===== config.mk =====
export PLATFORM = sky130hd
export DESIGN_NAME = sar_rd_ctrl
export DESIGN_NICKNAME = d
export VERILOG_FILES = /design/src/rtl/sar_rd_pkg.sv /design/src/rtl/sar_rd_sck.sv /design/src/rtl/sar_rd_deser.sv /design/src/rtl/sar_rd_seq.sv /design/src/rtl/sar_rd_ctrl.sv
export SDC_FILE = /design/constraint.sdc
export NUM_CORES = 1
export LEC_CHECK = 0
export BUFFER_PORTS_ARGS = -buffer_cell sky130_fd_sc_hd__buf_2
export CELL_PAD_IN_SITES_DETAIL_PLACEMENT = 1
export CELL_PAD_IN_SITES_GLOBAL_PLACEMENT = 1
export CORE_MARGIN = 2
export CORE_UTILIZATION = 47
export DETAILED_ROUTE_END_ITERATION = 8
export GPL_TIMING_DRIVEN = 0
export HOLD_SLACK_MARGIN = 0.1
export PLACE_DENSITY_LB_ADDON = 0.08
export SLEW_MARGIN = 25
export SYNTH_ARGS = -nofsm -noshare
export SYNTH_HDL_FRONTEND = slang
export SYNTH_SLANG_ARGS = --single-unit

===== constraint.sdc =====
create_clock -name clk_i -period 2.8 [get_ports clk_i]
set_input_delay 0.14 -clock clk_i [delete_from_list [all_inputs] [get_ports clk_i]]
set_output_delay 0.14 -clock clk_i [all_outputs]
set_load 0.01 [all_outputs]

===== src/rtl/sar_rd_pkg.sv =====
package sar_rd_pkg;
  typedef enum logic [2:0] {
    ST_IDLE, ST_SETUP, ST_CONV, ST_EN, ST_SHIFT, ST_ACQ
  } st_e;

  function automatic int unsigned cdiv(input int unsigned a, input int unsigned b);
    return (a + b - 1) / b;
  endfunction

  function automatic int unsigned umax(input int unsigned a, input int unsigned b);
    return (a > b) ? a : b;
  endfunction
endpackage


===== src/rtl/sar_rd_sck.sv =====
module sar_rd_sck #(
  parameter int unsigned HI = 3,
  parameter int unsigned LO = 5
) (
  input  logic clk_i,
  input  logic rst_ni,
  input  logic en_i,
  output logic sck_o,
  output logic fall_o
);
  localparam int unsigned CW = $clog2(((HI > LO) ? HI : LO) + 1);

  logic [CW-1:0] cnt_q;
  logic          sck_q;
  logic          flip;

  assign flip   = sck_q ? (cnt_q == CW'(HI - 1)) : (cnt_q == CW'(LO - 1));
  assign fall_o = en_i && sck_q && flip;
  assign sck_o  = sck_q;

  always_ff @(posedge clk_i or negedge rst_ni) begin
    if (!rst_ni) begin
      sck_q <= 1'b0;
      cnt_q <= '0;
    end else if (!en_i) begin
      sck_q <= 1'b0;
      cnt_q <= '0;
    end else if (flip) begin
      sck_q <= !sck_q;
      cnt_q <= '0;
    end else begin
      cnt_q <= cnt_q + 1'b1;
    end
  end
endmodule


===== src/rtl/sar_rd_deser.sv =====
module sar_rd_deser #(
  parameter int unsigned DW    = 14,
  parameter int unsigned N_DEV = 2,
  parameter int unsigned IW    = 1
) (
  input  logic          clk_i,
  input  logic          rst_ni,
  input  logic          clr_i,
  input  logic          smp_i,
  input  logic          bit_i,
  output logic          valid_o,
  output logic [DW-1:0] data_o,
  output logic [IW-1:0] idx_o
);
  localparam int unsigned BW = $clog2(DW);

  logic [DW-1:0] sh_q;
  logic [BW-1:0] cnt_q;
  logic [IW-1:0] dev_q;
  logic [DW-1:0] nxt;

  assign nxt = {sh_q[DW-2:0], bit_i};

  always_ff @(posedge clk_i or negedge rst_ni) begin
    if (!rst_ni) begin
      sh_q    <= '0;
      cnt_q   <= '0;
      dev_q   <= '0;
      valid_o <= 1'b0;
      data_o  <= '0;
      idx_o   <= '0;
    end else begin
      valid_o <= 1'b0;
      if (clr_i) begin
        cnt_q <= '0;
        dev_q <= '0;
      end else if (smp_i) begin
        sh_q <= nxt;
        if (cnt_q == BW'(DW - 1)) begin
          cnt_q   <= '0;
          valid_o <= 1'b1;
          data_o  <= nxt;
          idx_o   <= dev_q;
          dev_q   <= dev_q + 1'b1;
        end else begin
          cnt_q <= cnt_q + 1'b1;
        end
      end
    end
  end
endmodule


===== src/rtl/sar_rd_seq.sv =====
module sar_rd_seq
  import sar_rd_pkg::*;
#(
  parameter int unsigned SETUP_C = 8,
  parameter int unsigned CONV_C  = 800,
  parameter int unsigned EN_C    = 6,
  parameter int unsigned ACQ_C   = 450,
  parameter int unsigned CYC_C   = 1250,
  parameter int unsigned DW      = 14,
  parameter int unsigned N_DEV   = 2
) (
  input  logic clk_i,
  input  logic rst_ni,
  input  logic run_i,
  input  logic chain_i,
  input  logic fall_i,
  output logic sck_en_o,
  output logic cnv_o,
  output logic sdi_o,
  output logic clr_o,
  output logic mode_o
);
  localparam int unsigned WMAX = umax(umax(SETUP_C, CONV_C), umax(EN_C, ACQ_C));
  localparam int unsigned CW   = $clog2(WMAX + 1);
  localparam int unsigned PW   = $clog2(CYC_C + 1);
  localparam int unsigned NB   = DW * N_DEV;
  localparam int unsigned BW   = $clog2(NB + 1);

  st_e           st_q, st_d;
  logic [CW-1:0] cnt_q, cnt_d;
  logic [PW-1:0] per_q;
  logic [BW-1:0] bit_q, bit_d, last_bit;
  logic          mode_q, mode_d;

  assign last_bit = mode_q ? BW'(NB - 1) : BW'(DW - 1);

  always_comb begin
    st_d   = st_q;
    cnt_d  = cnt_q + 1'b1;
    bit_d  = bit_q;
    mode_d = mode_q;
    case (st_q)
      ST_IDLE: begin
        cnt_d = '0;
        if (run_i) begin
          st_d   = ST_SETUP;
          mode_d = chain_i;
        end
      end
      ST_SETUP: if (cnt_q == CW'(SETUP_C - 1)) begin st_d = ST_CONV; cnt_d = '0; end
      ST_CONV:  if (cnt_q == CW'(CONV_C - 1))  begin st_d = ST_EN;   cnt_d = '0; end
      ST_EN: if (cnt_q == CW'(EN_C - 1)) begin
        st_d  = ST_SHIFT;
        cnt_d = '0;
        bit_d = '0;
      end
      ST_SHIFT: begin
        cnt_d = '0;
        if (fall_i) begin
          if (bit_q == last_bit) st_d = ST_ACQ;
          else bit_d = bit_q + 1'b1;
        end
      end
      ST_ACQ: if (cnt_q >= CW'(ACQ_C - 1)) begin
        cnt_d = cnt_q;
        // pace from the previous start as well as from the end of readout
        if (per_q == PW'(CYC_C)) begin
          cnt_d = '0;
          if (run_i) begin
            st_d   = ST_SETUP;
            mode_d = chain_i;
          end else begin
            st_d = ST_IDLE;
          end
        end
      end
      default: st_d = ST_IDLE;
    endcase
  end

  always_ff @(posedge clk_i or negedge rst_ni) begin
    if (!rst_ni) begin
      st_q   <= ST_IDLE;
      cnt_q  <= '0;
      per_q  <= '0;
      bit_q  <= '0;
      mode_q <= 1'b0;
      cnv_o  <= 1'b0;
      sdi_o  <= 1'b0;
    end else begin
      st_q   <= st_d;
      cnt_q  <= cnt_d;
      bit_q  <= bit_d;
      mode_q <= mode_d;
      if (st_d == ST_CONV && st_q != ST_CONV) per_q <= '0;
      else if (per_q != PW'(CYC_C))           per_q <= per_q + 1'b1;
      cnv_o <= (st_d == ST_CONV) || (mode_d && (st_d == ST_EN || st_d == ST_SHIFT));
      sdi_o <= !mode_d && (st_d != ST_IDLE);
    end
  end

  assign sck_en_o = (st_q == ST_SHIFT);
  assign clr_o    = (st_q == ST_SETUP);
  assign mode_o   = mode_q;
endmodule


===== src/rtl/sar_rd_ctrl.sv =====
module sar_rd_ctrl
  import sar_rd_pkg::*;
#(
  parameter int unsigned DW          = 14,
  parameter int unsigned N_DEV       = 2,
  parameter int unsigned CLK_NS      = 4,
  parameter int unsigned T_CONV_NS   = 3200,
  parameter int unsigned T_CYC_NS    = 5000,
  parameter int unsigned T_ACQ_NS    = 1800,
  parameter int unsigned T_SDI_SU_NS = 30,
  parameter int unsigned T_EN_NS     = 22,
  parameter int unsigned T_SCKH_NS   = 12,
  parameter int unsigned T_SCKL_NS   = 12,
  parameter int unsigned T_SCK_NS    = 29,
  parameter int unsigned T_DSDO_NS   = 24,
  localparam int unsigned IW = (N_DEV > 1) ? $clog2(N_DEV) : 1
) (
  input  logic          clk_i,
  input  logic          rst_ni,
  input  logic          run_i,
  input  logic          chain_i,
  output logic          cnv_o,
  output logic          sck_o,
  output logic          sdi_o,
  input  logic          sdo_i,
  output logic          res_valid_o,
  output logic [DW-1:0] res_data_o,
  output logic [IW-1:0] dev_idx_o
);
  localparam int unsigned HI_C    = cdiv(T_SCKH_NS, CLK_NS);
  localparam int unsigned PER_C   = umax(cdiv(T_SCK_NS, CLK_NS), cdiv(T_DSDO_NS, CLK_NS) + 1);
  localparam int unsigned LO_C    = umax(cdiv(T_SCKL_NS, CLK_NS), umax(PER_C, HI_C + 1) - HI_C);
  localparam int unsigned SETUP_C = umax(cdiv(T_SDI_SU_NS, CLK_NS), 2);
  localparam int unsigned CONV_C  = cdiv(T_CONV_NS, CLK_NS);
  localparam int unsigned EN_C    = umax(cdiv(T_EN_NS, CLK_NS), 1);
  localparam int unsigned ACQ_C   = umax(cdiv(T_ACQ_NS, CLK_NS), 1);
  localparam int unsigned CYC_C   = cdiv(T_CYC_NS, CLK_NS);

  logic sck_en, fall, clr, mode_w;

  sar_rd_seq #(
    .SETUP_C(SETUP_C), .CONV_C(CONV_C), .EN_C(EN_C), .ACQ_C(ACQ_C),
    .CYC_C(CYC_C), .DW(DW), .N_DEV(N_DEV)
  ) u_seq (
    .clk_i(clk_i), .rst_ni(rst_ni), .run_i(run_i), .chain_i(chain_i),
    .fall_i(fall), .sck_en_o(sck_en), .cnv_o(cnv_o), .sdi_o(sdi_o),
    .clr_o(clr), .mode_o(mode_w)
  );

  sar_rd_sck #(.HI(HI_C), .LO(LO_C)) u_sck (
    .clk_i(clk_i), .rst_ni(rst_ni), .en_i(sck_en), .sck_o(sck_o), .fall_o(fall)
  );

  sar_rd_deser #(.DW(DW), .N_DEV(N_DEV), .IW(IW)) u_deser (
    .clk_i(clk_i), .rst_ni(rst_ni), .clr_i(clr), .smp_i(fall), .bit_i(sdo_i),
    .valid_o(res_valid_o), .data_o(res_data_o), .idx_o(dev_idx_o)
  );
endmodule


==> results.cfg <==
[layout]
nets = 381
layout.cells.non_filler = 468
seqCellArea_sq_um = 1750
final.fill_count = 794
diodes = 0
fin_area_sq_um = 3860
syn_to_final_growth_pct = 15.2
multi_input_area_sq_um = 1500
final_common_cell = dfrtp_1
drive_gt1_share_pct = 19.6
final_cell_mix = dfrtp_1, nand2_1, nor2_1
final_util_pct = 56.2

[power]
switchingPower_mw = 0.413
ir_worst_vdd_mv = 0.235
clockPowerShare_pct = 47.6
p_leak_nw = 1.91
pwr_density_cell_nw_per_um2 = 514
seqPwrFrac_pct = 50.9
internal-power_mw = 1.57
pwr-share-comb_pct = 1.5
switching_share_pct = 20.8

[setup_path]
crit_end = u_seq.cnv_o$_DFF_PN0_
cp-end-kind = register
rr_endpoint = u_seq.cnv_o$_DFF_PN0_
rr_worst_depth = 5
reg2reg_from = u_seq.cnt_q[9]$_DFFE_PN0P_
r2r_slack_ps = 510
criticalPathCategory = register to register
startpoint_type = register
crit_arrival_ps = 2530
cp_max_fo = 6
crit_required_ps = 3040
cp-startpoint = u_seq.cnt_q[9]$_DFFE_PN0P_

[timing]
fin_crit_ps = 2290
worst_pin_slew_ps = 839
final.setup.tns_ps = 0
setup_viol = 0
slew_violations = 0
max_freq_mhz = 436
finalWorstSetupSlack_ps = 508
relSlewSlack_pct = 43.7
skew_ps = 9.05
rsz0062_at_grt = no
hold_viol_final = 0
fin_crit_sh_pct = 81.9

[cts]
cts_htree_levels = 3
clk_pin_slew_ps = 70
cts_sinks = 70
cts_max_path_buffers = 2
cts_buffers = 9
worstSkewPairLatency_ps = 350
cts_root_buf = clkbuf_8
post_cts_buffers = 0
cts_tree = built

[placement]
dpl.hpwl_um = 5000
portBuffers = 23
gp_congestion = 0.788
place_ws_ps = 530
dp.cells = 450
dpl_cell_area_sq_um = 3610

[synth]
avgSynthCellArea_sq_um = 10.2
syn_inst = 330
synth.net_count = 344
ys_ff_latch = 70
yosysUniqueCellTypes = 50
netlist_area_sq_um = 3350
ys_seq_area_share_pct = 52.2
yosys_warnings = 0

[status]
outcome = completed

[die]
io_pins = 24
rows = 30
die_w_um = 88.5
die_area_sq_um = 7830
core_sq_um = 6870
start_util_pct = 48.8
die_h_um = 88.5

[detailed_routing]
dr.pass1.iters = 4
ant_nets = 0
vias = 2533
drt-total-wl_um = 7180
post_drt_via_cell_ratio = 5.41
wl_per_cell_um = 15.3
drt-initial-drc-count = 64
drc = 0

[min_path]
hp-class = input port to register

[global_routing]
grt_pass1_wl_um = 12400
grt_max_degree = 41
grt_pass1_vias = 2636
antenna_found_initial = 0
grt-ovfl-total = 0
track_usage_pct = 20.6

[job]
maxCapViolCount = 0
synth_stat cells, drive strengths merged:
| master | count | area (sq um) |
|---|---|---|
| ha | 9 | 113 |
| nor3 | 3 | 15.0 |
| nand3 | 7 | 40.0 |
| or4b | 1 | 10.0 |
| o31ai | 4 | 30.0 |
| and4 | 1 | 8.76 |
| nor4 | 2 | 18.8 |
| a31o | 2 | 17.5 |
| nor2 | 32 | 128 |
| xnor2 | 9 | 78.8 |
| o31a | 1 | 8.76 |
| mux2i | 1 | 10.0 |
| a41oi | 1 | 8.76 |
| mux2 | 17 | 191 |
| a211oi | 1 | 7.51 |
| inv | 13 | 48.8 |
| nand2b | 3 | 18.8 |
| a21boi | 1 | 7.51 |
| o21bai | 2 | 15.0 |
| and4bb | 1 | 12.5 |
| nand3b | 2 | 15.0 |
| buf | 8 | 41.3 |
| nand4b | 2 | 17.5 |
| nor4b | 4 | 47.6 |
| o21ai | 5 | 25.0 |
| or4 | 1 | 7.51 |
| nand4 | 5 | 31.3 |
| nand2 | 61 | 229 |
| nor2b | 2 | 12.5 |
| nor3b | 2 | 15.0 |
| or3b | 1 | 11.3 |
| clkbuf | 4 | 15.0 |
| a21o | 2 | 15.0 |
| and3 | 8 | 50.1 |
| a21oi | 14 | 70.1 |
| xor2 | 8 | 70.1 |
| o311ai | 4 | 35.0 |
| or3 | 4 | 25.0 |
| a31oi | 7 | 43.8 |
| a22o | 1 | 8.76 |
| dfrtp | 70 | 1750 |
| a221o | 1 | 10.0 |
| and2 | 3 | 18.8 |
registers in the layout, indices dropped and copies added, names as in the netlist, 3 cells and up:
signal / flops
u_deser.data_o: 14
u_deser.sh_q: 13
u_seq.per_q: 11
u_seq.cnt_q: 10
u_seq.bit_q: 5
u_deser.cnt_q: 4
u_sck.cnt_q: 3
u_seq.st_q: 3
area by class of cell:
| class | instances | share of cell area, % |
|---|---|---|
| Buffer | 12 | 1.46 |
| Clock buffer | 12 | 4.02 |
| Clock inverter | 4 | 1.98 |
| Inverter | 13 | 1.26 |
| Multi-Input combinational cell | 235 | 38.8 |
| Sequential cell | 70 | 45.3 |
| Tap cell | 96 | 3.11 |
| Timing Repair Buffer | 26 | 4.08 |
logic make-up after synthesis:
family                     after synthesis  synth area share, %
DFF                                     70                 52.2
AOI/OAI and AO/OA                       46                 9.03
xor gates and xnor gates                17                 4.44
muxes                                   18                 6.01
buffers and inverters                   25                 3.13
adders and majority gates                9                 3.36
and+or+nand+nor                        145                 21.8
worst max-delay path, stage by stage, from the launching register on:
cell and delay [ps]:
dfrtp_1 430, nor4_2 480, nand2_1 110, nor3_1 700, a21oi_1 130, o311ai_1 330
layer usage:
metal	global-route usage (%)	part of all wire, %	up-vias
met1	25.6	46	1279
met3	6.53	3.3	8
met2	34.2	50	36
li1	-	-	1210
met5	0	0	-
met4	6.75	1.0	0
through the flow:
step	total power, mW	hold WS [ps]
6_report	1.98	233
5_1_grt	2.07	236
4_1_cts	2.02	214
3_3_place_gp	1.06	350
3_5_place_dp	1.06	109
2_1_floorplan	1.03	-156
worst min path at each step:
stage | cells after the start | slack [ps] | startpoint | to
floorplan | 0 | -160 | rst_ni | u_deser.cnt_q[0]$_DFFE_PN0P_
global placement | 3 | 350 | sdo_i | u_deser.sh_q[0]$_DFFE_PN0P_
finish | 3 | 230 | run_i | u_seq.st_q[0]$_DFF_PN0_
global route | 3 | 240 | run_i | u_seq.st_q[0]$_DFF_PN0_
CTS | 3 | 210 | run_i | u_seq.st_q[0]$_DFF_PN0_
detailed placement | 1 | 110 | rst_ni | u_deser.data_o[7]$_DFFE_PN0P_
what timing repair did:
item                                   CTS  global route
hold buffers                             2             0
endpoints found under the hold margin   40             0
resized for setup                        0             0
power groups by stage:
stage	Combinational, mW	Clock, mW	Sequential, mW
6_report	0.0295	0.945	1.01
5_1_grt	0.0351	1.03	1.01
4_1_cts	0.0318	0.975	1.01
3_5_place_dp	0.0296	0	1.03
3_3_place_gp	0.0251	0	1.03
2_1_floorplan	0.00106	0	1.03
(Power assumes the default switching activity.)
